`config.mk`:
```
export PLATFORM = sky130hd
export DESIGN_NAME = pixword_scanout
export DESIGN_NICKNAME = d
export VERILOG_FILES = /design/src/rtl/pws_pkg.sv /design/src/rtl/pws_raster.sv /design/src/rtl/pws_sync.sv /design/src/rtl/pws_fetch.sv /design/src/rtl/pws_shifter.sv /design/src/rtl/pixword_scanout.sv
export SDC_FILE = /design/constraint.sdc
export NUM_CORES = 1
export LEC_CHECK = 0
export ABC_AREA = 0
export BUFFER_PORTS_ARGS = -buffer_cell sky130_fd_sc_hd__buf_4
export CORE_MARGIN = 2
export CORE_UTILIZATION = 31
export CTS_CLUSTER_SIZE = 10
export DETAILED_ROUTE_END_ITERATION = 8
export SLEW_MARGIN = 20
export SYNTH_ARGS = -nofsm -noshare
export SYNTH_HDL_FRONTEND = slang
export SYNTH_SLANG_ARGS = --single-unit
```
`constraint.sdc`:
```
create_clock -name clk -period 2.35 [get_ports clk]
set_clock_uncertainty 0.2 [all_clocks]
set_input_delay 0.5875 -clock clk [delete_from_list [all_inputs] [get_ports clk]]
set_output_delay 0.5875 -clock clk [all_outputs]
set_load 0.02 [all_outputs]
```
`src/rtl/pws_pkg.sv`:
```
package pws_pkg;

  // Registered raster strobes, all delayed by the same single stage.
  typedef struct packed {
    logic de;
    logic hs;
    logic vs;
  } raster_t;

endpackage

```
`src/rtl/pws_raster.sv`:
```
module pws_raster #(
  parameter int H_ACTIVE  = 512,
  parameter int H_FRONT   = 14,
  parameter int H_SYNC    = 32,
  parameter int H_BACK    = 146,
  parameter int V_ACTIVE  = 342,
  parameter int V_FRONT   = 3,
  parameter int V_SYNC    = 4,
  parameter int V_BACK    = 21,
  parameter int WORD_BITS = 16
) (
  input  logic             clk,
  input  logic             rst,
  output logic             in_active,
  output logic             word_slot,
  output logic             frame_hit,
  output pws_pkg::raster_t raster_q,
  output logic             frame_start_q
);
  localparam int H_TOTAL = H_ACTIVE + H_FRONT + H_SYNC + H_BACK;
  localparam int V_TOTAL = V_ACTIVE + V_FRONT + V_SYNC + V_BACK;
  localparam int HW      = $clog2(H_TOTAL);
  localparam int VW      = $clog2(V_TOTAL);
  localparam int SLOT_W  = $clog2(WORD_BITS);
  localparam int HS_ON   = H_ACTIVE + H_FRONT;
  localparam int HS_OFF  = HS_ON + H_SYNC;
  localparam int VS_ON   = V_ACTIVE + V_FRONT;
  localparam int VS_OFF  = VS_ON + V_SYNC;

  logic [HW-1:0] h_cnt;
  logic [VW-1:0] v_cnt;
  logic          h_last, v_last, hs_now, vs_now;

  always_comb begin
    h_last    = (h_cnt == HW'(H_TOTAL - 1));
    v_last    = (v_cnt == VW'(V_TOTAL - 1));
    in_active = (h_cnt < HW'(H_ACTIVE)) && (v_cnt < VW'(V_ACTIVE));
    word_slot = in_active && (h_cnt[SLOT_W-1:0] == '0);
    frame_hit = v_last && (h_cnt == '0);
    hs_now    = (h_cnt >= HW'(HS_ON)) && (h_cnt < HW'(HS_OFF));
    vs_now    = (v_cnt >= VW'(VS_ON)) && (v_cnt < VW'(VS_OFF));
  end

  // Reset parks the raster at the start of the last blanking line so the
  // first frame pulse comes one line before the first active pixel.
  always_ff @(posedge clk) begin
    if (rst) begin
      h_cnt         <= '0;
      v_cnt         <= VW'(V_TOTAL - 1);
      raster_q      <= '0;
      frame_start_q <= 1'b0;
    end else begin
      h_cnt <= h_last ? '0 : h_cnt + 1'b1;
      if (h_last) v_cnt <= v_last ? '0 : v_cnt + 1'b1;
      raster_q      <= '{de: in_active, hs: hs_now, vs: vs_now};
      frame_start_q <= frame_hit;
    end
  end

endmodule

```
`src/rtl/pws_sync.sv`:
```
module pws_sync #(
  parameter int STAGES = 2
) (
  input  logic clk,
  input  logic rst,
  input  logic async_in,
  output logic level,
  output logic rise
);
  // STAGES flops of synchroniser plus one more for edge detection.
  logic [STAGES:0] chain;

  always_ff @(posedge clk) begin
    if (rst) chain <= '0;
    else     chain <= {chain[STAGES-1:0], async_in};
  end

  assign level = chain[STAGES-1];
  assign rise  = chain[STAGES-1] & ~chain[STAGES];

endmodule

```
`src/rtl/pws_fetch.sv`:
```
module pws_fetch #(
  parameter int WORD_BITS       = 16,
  parameter int WORDS_PER_FRAME = 10944
) (
  input  logic                 clk,
  input  logic                 rst,
  input  logic                 frame_start,
  input  logic                 ack_level,
  input  logic                 ack_rise,
  input  logic                 take,
  input  logic [WORD_BITS-1:0] word_in,
  output logic                 req,
  output logic                 pf_valid,
  output logic [WORD_BITS-1:0] pf_data
);
  localparam int CW = $clog2(WORDS_PER_FRAME + 1);

  logic [CW-1:0] left;
  logic          launch, land;

  // Start a handshake only when the previous one has fully returned to
  // idle, the prefetch slot is free and the frame still owes words.
  always_comb begin
    launch = !req && !ack_level && !pf_valid && (left != '0) && !frame_start;
    land   = req && ack_rise;
  end

  always_ff @(posedge clk) begin
    if (rst) begin
      req      <= 1'b0;
      pf_valid <= 1'b0;
      pf_data  <= '0;
      left     <= '0;
    end else begin
      if (frame_start) left <= CW'(WORDS_PER_FRAME);
      else if (launch) left <= left - 1'b1;

      if (launch)    req <= 1'b1;
      else if (land) req <= 1'b0;

      if (land) pf_data <= word_in;

      if (frame_start) pf_valid <= 1'b0;
      else if (land)   pf_valid <= 1'b1;
      else if (take)   pf_valid <= 1'b0;
    end
  end

endmodule

```
`src/rtl/pws_shifter.sv`:
```
module pws_shifter #(
  parameter int WORD_BITS = 16
) (
  input  logic                 clk,
  input  logic                 rst,
  input  logic                 take,
  input  logic                 in_active,
  input  logic                 pf_valid,
  input  logic [WORD_BITS-1:0] pf_data,
  output logic                 pix,
  output logic                 underrun
);
  localparam int MSB = WORD_BITS - 1;

  logic [MSB:0] sh, fresh;

  assign fresh = pf_valid ? pf_data : '0;

  always_ff @(posedge clk) begin
    if (rst) begin
      sh       <= '0;
      pix      <= 1'b0;
      underrun <= 1'b0;
    end else if (take) begin
      pix <= fresh[MSB];
      sh  <= {fresh[MSB-1:0], 1'b0};
      if (!pf_valid) underrun <= 1'b1;
    end else begin
      pix <= in_active & sh[MSB];
      sh  <= {sh[MSB-1:0], 1'b0};
    end
  end

endmodule

```
`src/rtl/pixword_scanout.sv`:
```
module pixword_scanout #(
  parameter int H_ACTIVE    = 512,
  parameter int H_FRONT     = 14,
  parameter int H_SYNC      = 32,
  parameter int H_BACK      = 146,
  parameter int V_ACTIVE    = 342,
  parameter int V_FRONT     = 3,
  parameter int V_SYNC      = 4,
  parameter int V_BACK      = 21,
  parameter int WORD_BITS   = 16,
  parameter int SYNC_STAGES = 2
) (
  input  logic                 clk,
  input  logic                 rst,
  input  logic                 buf_sel,
  input  logic                 word_ack,
  input  logic [WORD_BITS-1:0] word_data,
  output logic                 word_req,
  output logic                 scan_buf,
  output logic                 frame_start,
  output logic                 de,
  output logic                 hsync,
  output logic                 vsync,
  output logic                 pix,
  output logic                 underrun
);
  localparam int WORDS_PER_FRAME = (H_ACTIVE / WORD_BITS) * V_ACTIVE;

  logic                 in_active, word_slot, frame_hit;
  logic                 ack_level, ack_rise;
  logic                 pf_valid;
  logic [WORD_BITS-1:0] pf_data;
  pws_pkg::raster_t     raster_q;

  pws_raster #(
    .H_ACTIVE (H_ACTIVE), .H_FRONT (H_FRONT), .H_SYNC (H_SYNC), .H_BACK (H_BACK),
    .V_ACTIVE (V_ACTIVE), .V_FRONT (V_FRONT), .V_SYNC (V_SYNC), .V_BACK (V_BACK),
    .WORD_BITS(WORD_BITS)
  ) u_raster (
    .clk          (clk),
    .rst          (rst),
    .in_active    (in_active),
    .word_slot    (word_slot),
    .frame_hit    (frame_hit),
    .raster_q     (raster_q),
    .frame_start_q(frame_start)
  );

  pws_sync #(.STAGES(SYNC_STAGES)) u_ack_sync (
    .clk     (clk),
    .rst     (rst),
    .async_in(word_ack),
    .level   (ack_level),
    .rise    (ack_rise)
  );

  pws_fetch #(
    .WORD_BITS      (WORD_BITS),
    .WORDS_PER_FRAME(WORDS_PER_FRAME)
  ) u_fetch (
    .clk        (clk),
    .rst        (rst),
    .frame_start(frame_start),
    .ack_level  (ack_level),
    .ack_rise   (ack_rise),
    .take       (word_slot),
    .word_in    (word_data),
    .req        (word_req),
    .pf_valid   (pf_valid),
    .pf_data    (pf_data)
  );

  pws_shifter #(.WORD_BITS(WORD_BITS)) u_shifter (
    .clk      (clk),
    .rst      (rst),
    .take     (word_slot),
    .in_active(in_active),
    .pf_valid (pf_valid),
    .pf_data  (pf_data),
    .pix      (pix),
    .underrun (underrun)
  );

  // Buffer choice is frozen for the frame, updated together with the pulse.
  always_ff @(posedge clk) begin
    if (rst)            scan_buf <= 1'b0;
    else if (frame_hit) scan_buf <= buf_sel;
  end

  assign de    = raster_q.de;
  assign hsync = raster_q.hs;
  assign vsync = raster_q.vs;

endmodule

```
==> flow_metrics.tcl <==
set metrics [dict create \
    design_area_sq_um 3780 \
    worstMarginPinSlew_ns 0.505 \
    finalSetupViolations 0 \
    synth_top_area_share_pct 47.4 \
    netlist_instances 380 \
    cts_max_level 3 \
    netlist_area_sq_um 3210 \
    vdd_drop_max_v 0.000412 \
    cp.depth 6 \
    finalHoldViolCount 0 \
    drive_above_1_share_pct 15.1 \
    grt_pass1_vias 2696 \
    num_vias 2749 \
    synth-edff-count 0 \
    clk_pin_slew_ns 0.07 \
    areaGrowthSynthToFinish_pct 17.8 \
    avgRoutedWirePerCell_um 13.2 \
    ys_ff_latch 76 \
    initial_utilization_pct 31.5 \
    fin_crit_ns 2.26 \
    cts_root_buf "clkbuf_8" \
    cp-start-kind "flip-flop" \
    min_path_type "reg -> reg" \
    grt_max_degree 40 \
    grt_pass1_wl_um 12300 \
    drv_cap 0 \
    syn_nets 405 \
    achievable-frequency_mhz 443 \
    tns_ns 0 \
    p_per_area_nw_per_um2 935 \
    cp.required_ns 2.42 \
    yosys.area.top_type "dfxtp_1" \
    worst_setup_path_end_kind "flip-flop" \
    hold_path_depth 2 \
    cts_tree "built" \
    fp-row-count 37 \
    worstPathMaxFanout 4 \
    hold_ws_ns 0.240 \
    clock-sinks 76 \
    first_iter_violations 149 \
    path_cells "inv_1, ha_1, or4b_1, or4_4, and3_4, a211oi_2" \
    grt_antenna_before_repair 0 \
    vias_per_cell 5.03 \
    grtUsageTotal_pct 13.5 \
    maxSlewViolCount 0 \
    ctsHoldBuffers 0 \
    io_pins 28 \
    synth_area_leaders "dfxtp_1 47%, a21oi_1 7.3%, nand2_1 7.1%" \
    worst-path-buf-inv 1 \
    antenna_left 0 \
    drc 0 \
    p_leak_nw 1.37 \
    ctsResizeCount 0 \
    critPathArrivalTime_ns 2.33 \
    firstDrtPassIters 6 \
    setup_slack_ns 0.0913 \
    layout_common_cells "76 x dfxtp_1, 61 x nand2_1, 47 x a21oi_1" \
    yosysWarnings 0 \
    post_cts.repair.setup_buffers 0 \
    routed_wirelength_um 7210 \
    async_flop_share_pct 0 \
    max_stage_delay_ns 0.56 \
    n_fill_cell 1093 \
    ys.flop_type "dfxtp_1" \
    crit_family "simple AND/OR/NAND/NOR gates" \
    overflow 0 \
    core_area_sq_um 10200 \
    fin_nets 432 \
    total_power_mw 3.54 \
    path_class "reg -> reg" \
    synth_seq_area_share_pct 47.4 \
    dp_slack_ns 0.111 \
    ys_types 53 \
    final_common_cell "dfxtp_1" \
    cts_buffers 9 \
    dp.cells 532 \
    placed_cell_area_sq_um 3570 \
    portBuffers 27 \
    die_h_um 106 \
    die_x_um 106 \
    diodes 0 \
    layoutNonFillerInstCount 547 \
    avgSynthCellArea_sq_um 8.46 \
    die_area_sq_um 11200 \
    worst-r2r-cell-count 6 \
    utilization_pct 37.2 \
    max_slew_margin_pct 66.0 \
    dp_hpwl_um 4880 \
    fin_crit_sh_pct 96.1 \
    gp_congestion 0.843 \
    slowest_stage "or4_4" \
    cts.path.max_buffers 2 \
    rsz0062_at_grt "false" \
    clk_latency_ns 0.35 \
    outcome "finished, final reports clean" \
]
## layer usage
layer | routed length (um) | share of wire (%) | global-route usage, %
met1 | 3430 | 48 | 16.6
met2 | 3510 | 49 | 22.5
met3 | 161 | 2.2 | 2.84
met4 | 104 | 1.4 | 6.20
met5 | 0 | 0 | 0
## kinds of logic after synthesis
group / synth area share [%]
multiplexers: 0.350
buffers and inverters: 3.78
AND/OR/NAND/NOR: 27.5
adder cells (fa/ha/maj): 1.95
flip-flops: 47.4
XOR/XNOR: 2.18
AO/OA/AOI/OAI: 16.9
## worst reg2reg max path, cell delays in order (launching register included)
cell and delay (ns):
dfxtp_1 0.33, inv_1 0.10, ha_1 0.17, or4b_1 0.46, or4_4 0.56, and3_4 0.20, a211oi_2 0.17
## synthesized netlist by cell type, drive strengths merged (5+ instances only)
cell,instances
nand3,25
nor2,20
dfxtp,76
clkbuf,16
inv,10
a21oi,47
or3,8
o31ai,5
o21ai,14
nand2,61
or4,9
nor3,9
xnor2,5
and3,8
ha,5
## sequential cells by signal, indices dropped and copies added, names as in the netlist
| register | flops |
|---|---|
| u_fetch.pf_data | 16 |
| u_shifter.sh | 15 |
| u_fetch.left | 14 |
| u_raster.h_cnt | 10 |
| u_raster.v_cnt | 9 |
| u_ack_sync.chain | 3 |
| u_raster.raster_q | 3 |
| scan_buf | 1 |
| u_fetch.pf_valid | 1 |
| u_fetch.req | 1 |
| u_raster.frame_start_q | 1 |
| u_shifter.pix | 1 |
| u_shifter.underrun | 1 |
## report_power, final
| group | internal (mW) | switching, mW |
|---|---|---|
| clock | 0.593 | 0.479 |
| sequential | 1.41 | 0.149 |
| combinational | 0.412 | 0.493 |
| total | 2.42 | 1.12 |
## cell type report
cell class                      count  area (sq um)  area share, %
Timing Repair Buffer               35           263           6.94
Sequential cell                    76          1520           40.2
Multi-Input combinational cell    274          1580           41.7
Clock buffer                        9           124           3.27
Clock inverter                      6          88.8           2.35
Tap cell                          136           170           4.50
Inverter                           11          41.3           1.09
## worst paths after layout
check / start / end / slack (ns)
worst min-delay path: u_shifter.sh[14] / u_shifter.sh[15] / 0.24
worst max-delay path: u_fetch.left[1] / u_fetch.left[1] / 0.09
worst max register to register: u_fetch.left[1] / u_fetch.left[1] / 0.09
worst min register to register: u_shifter.sh[14] / u_shifter.sh[15] / 0.24
Power figures use the tool's default switching activity.
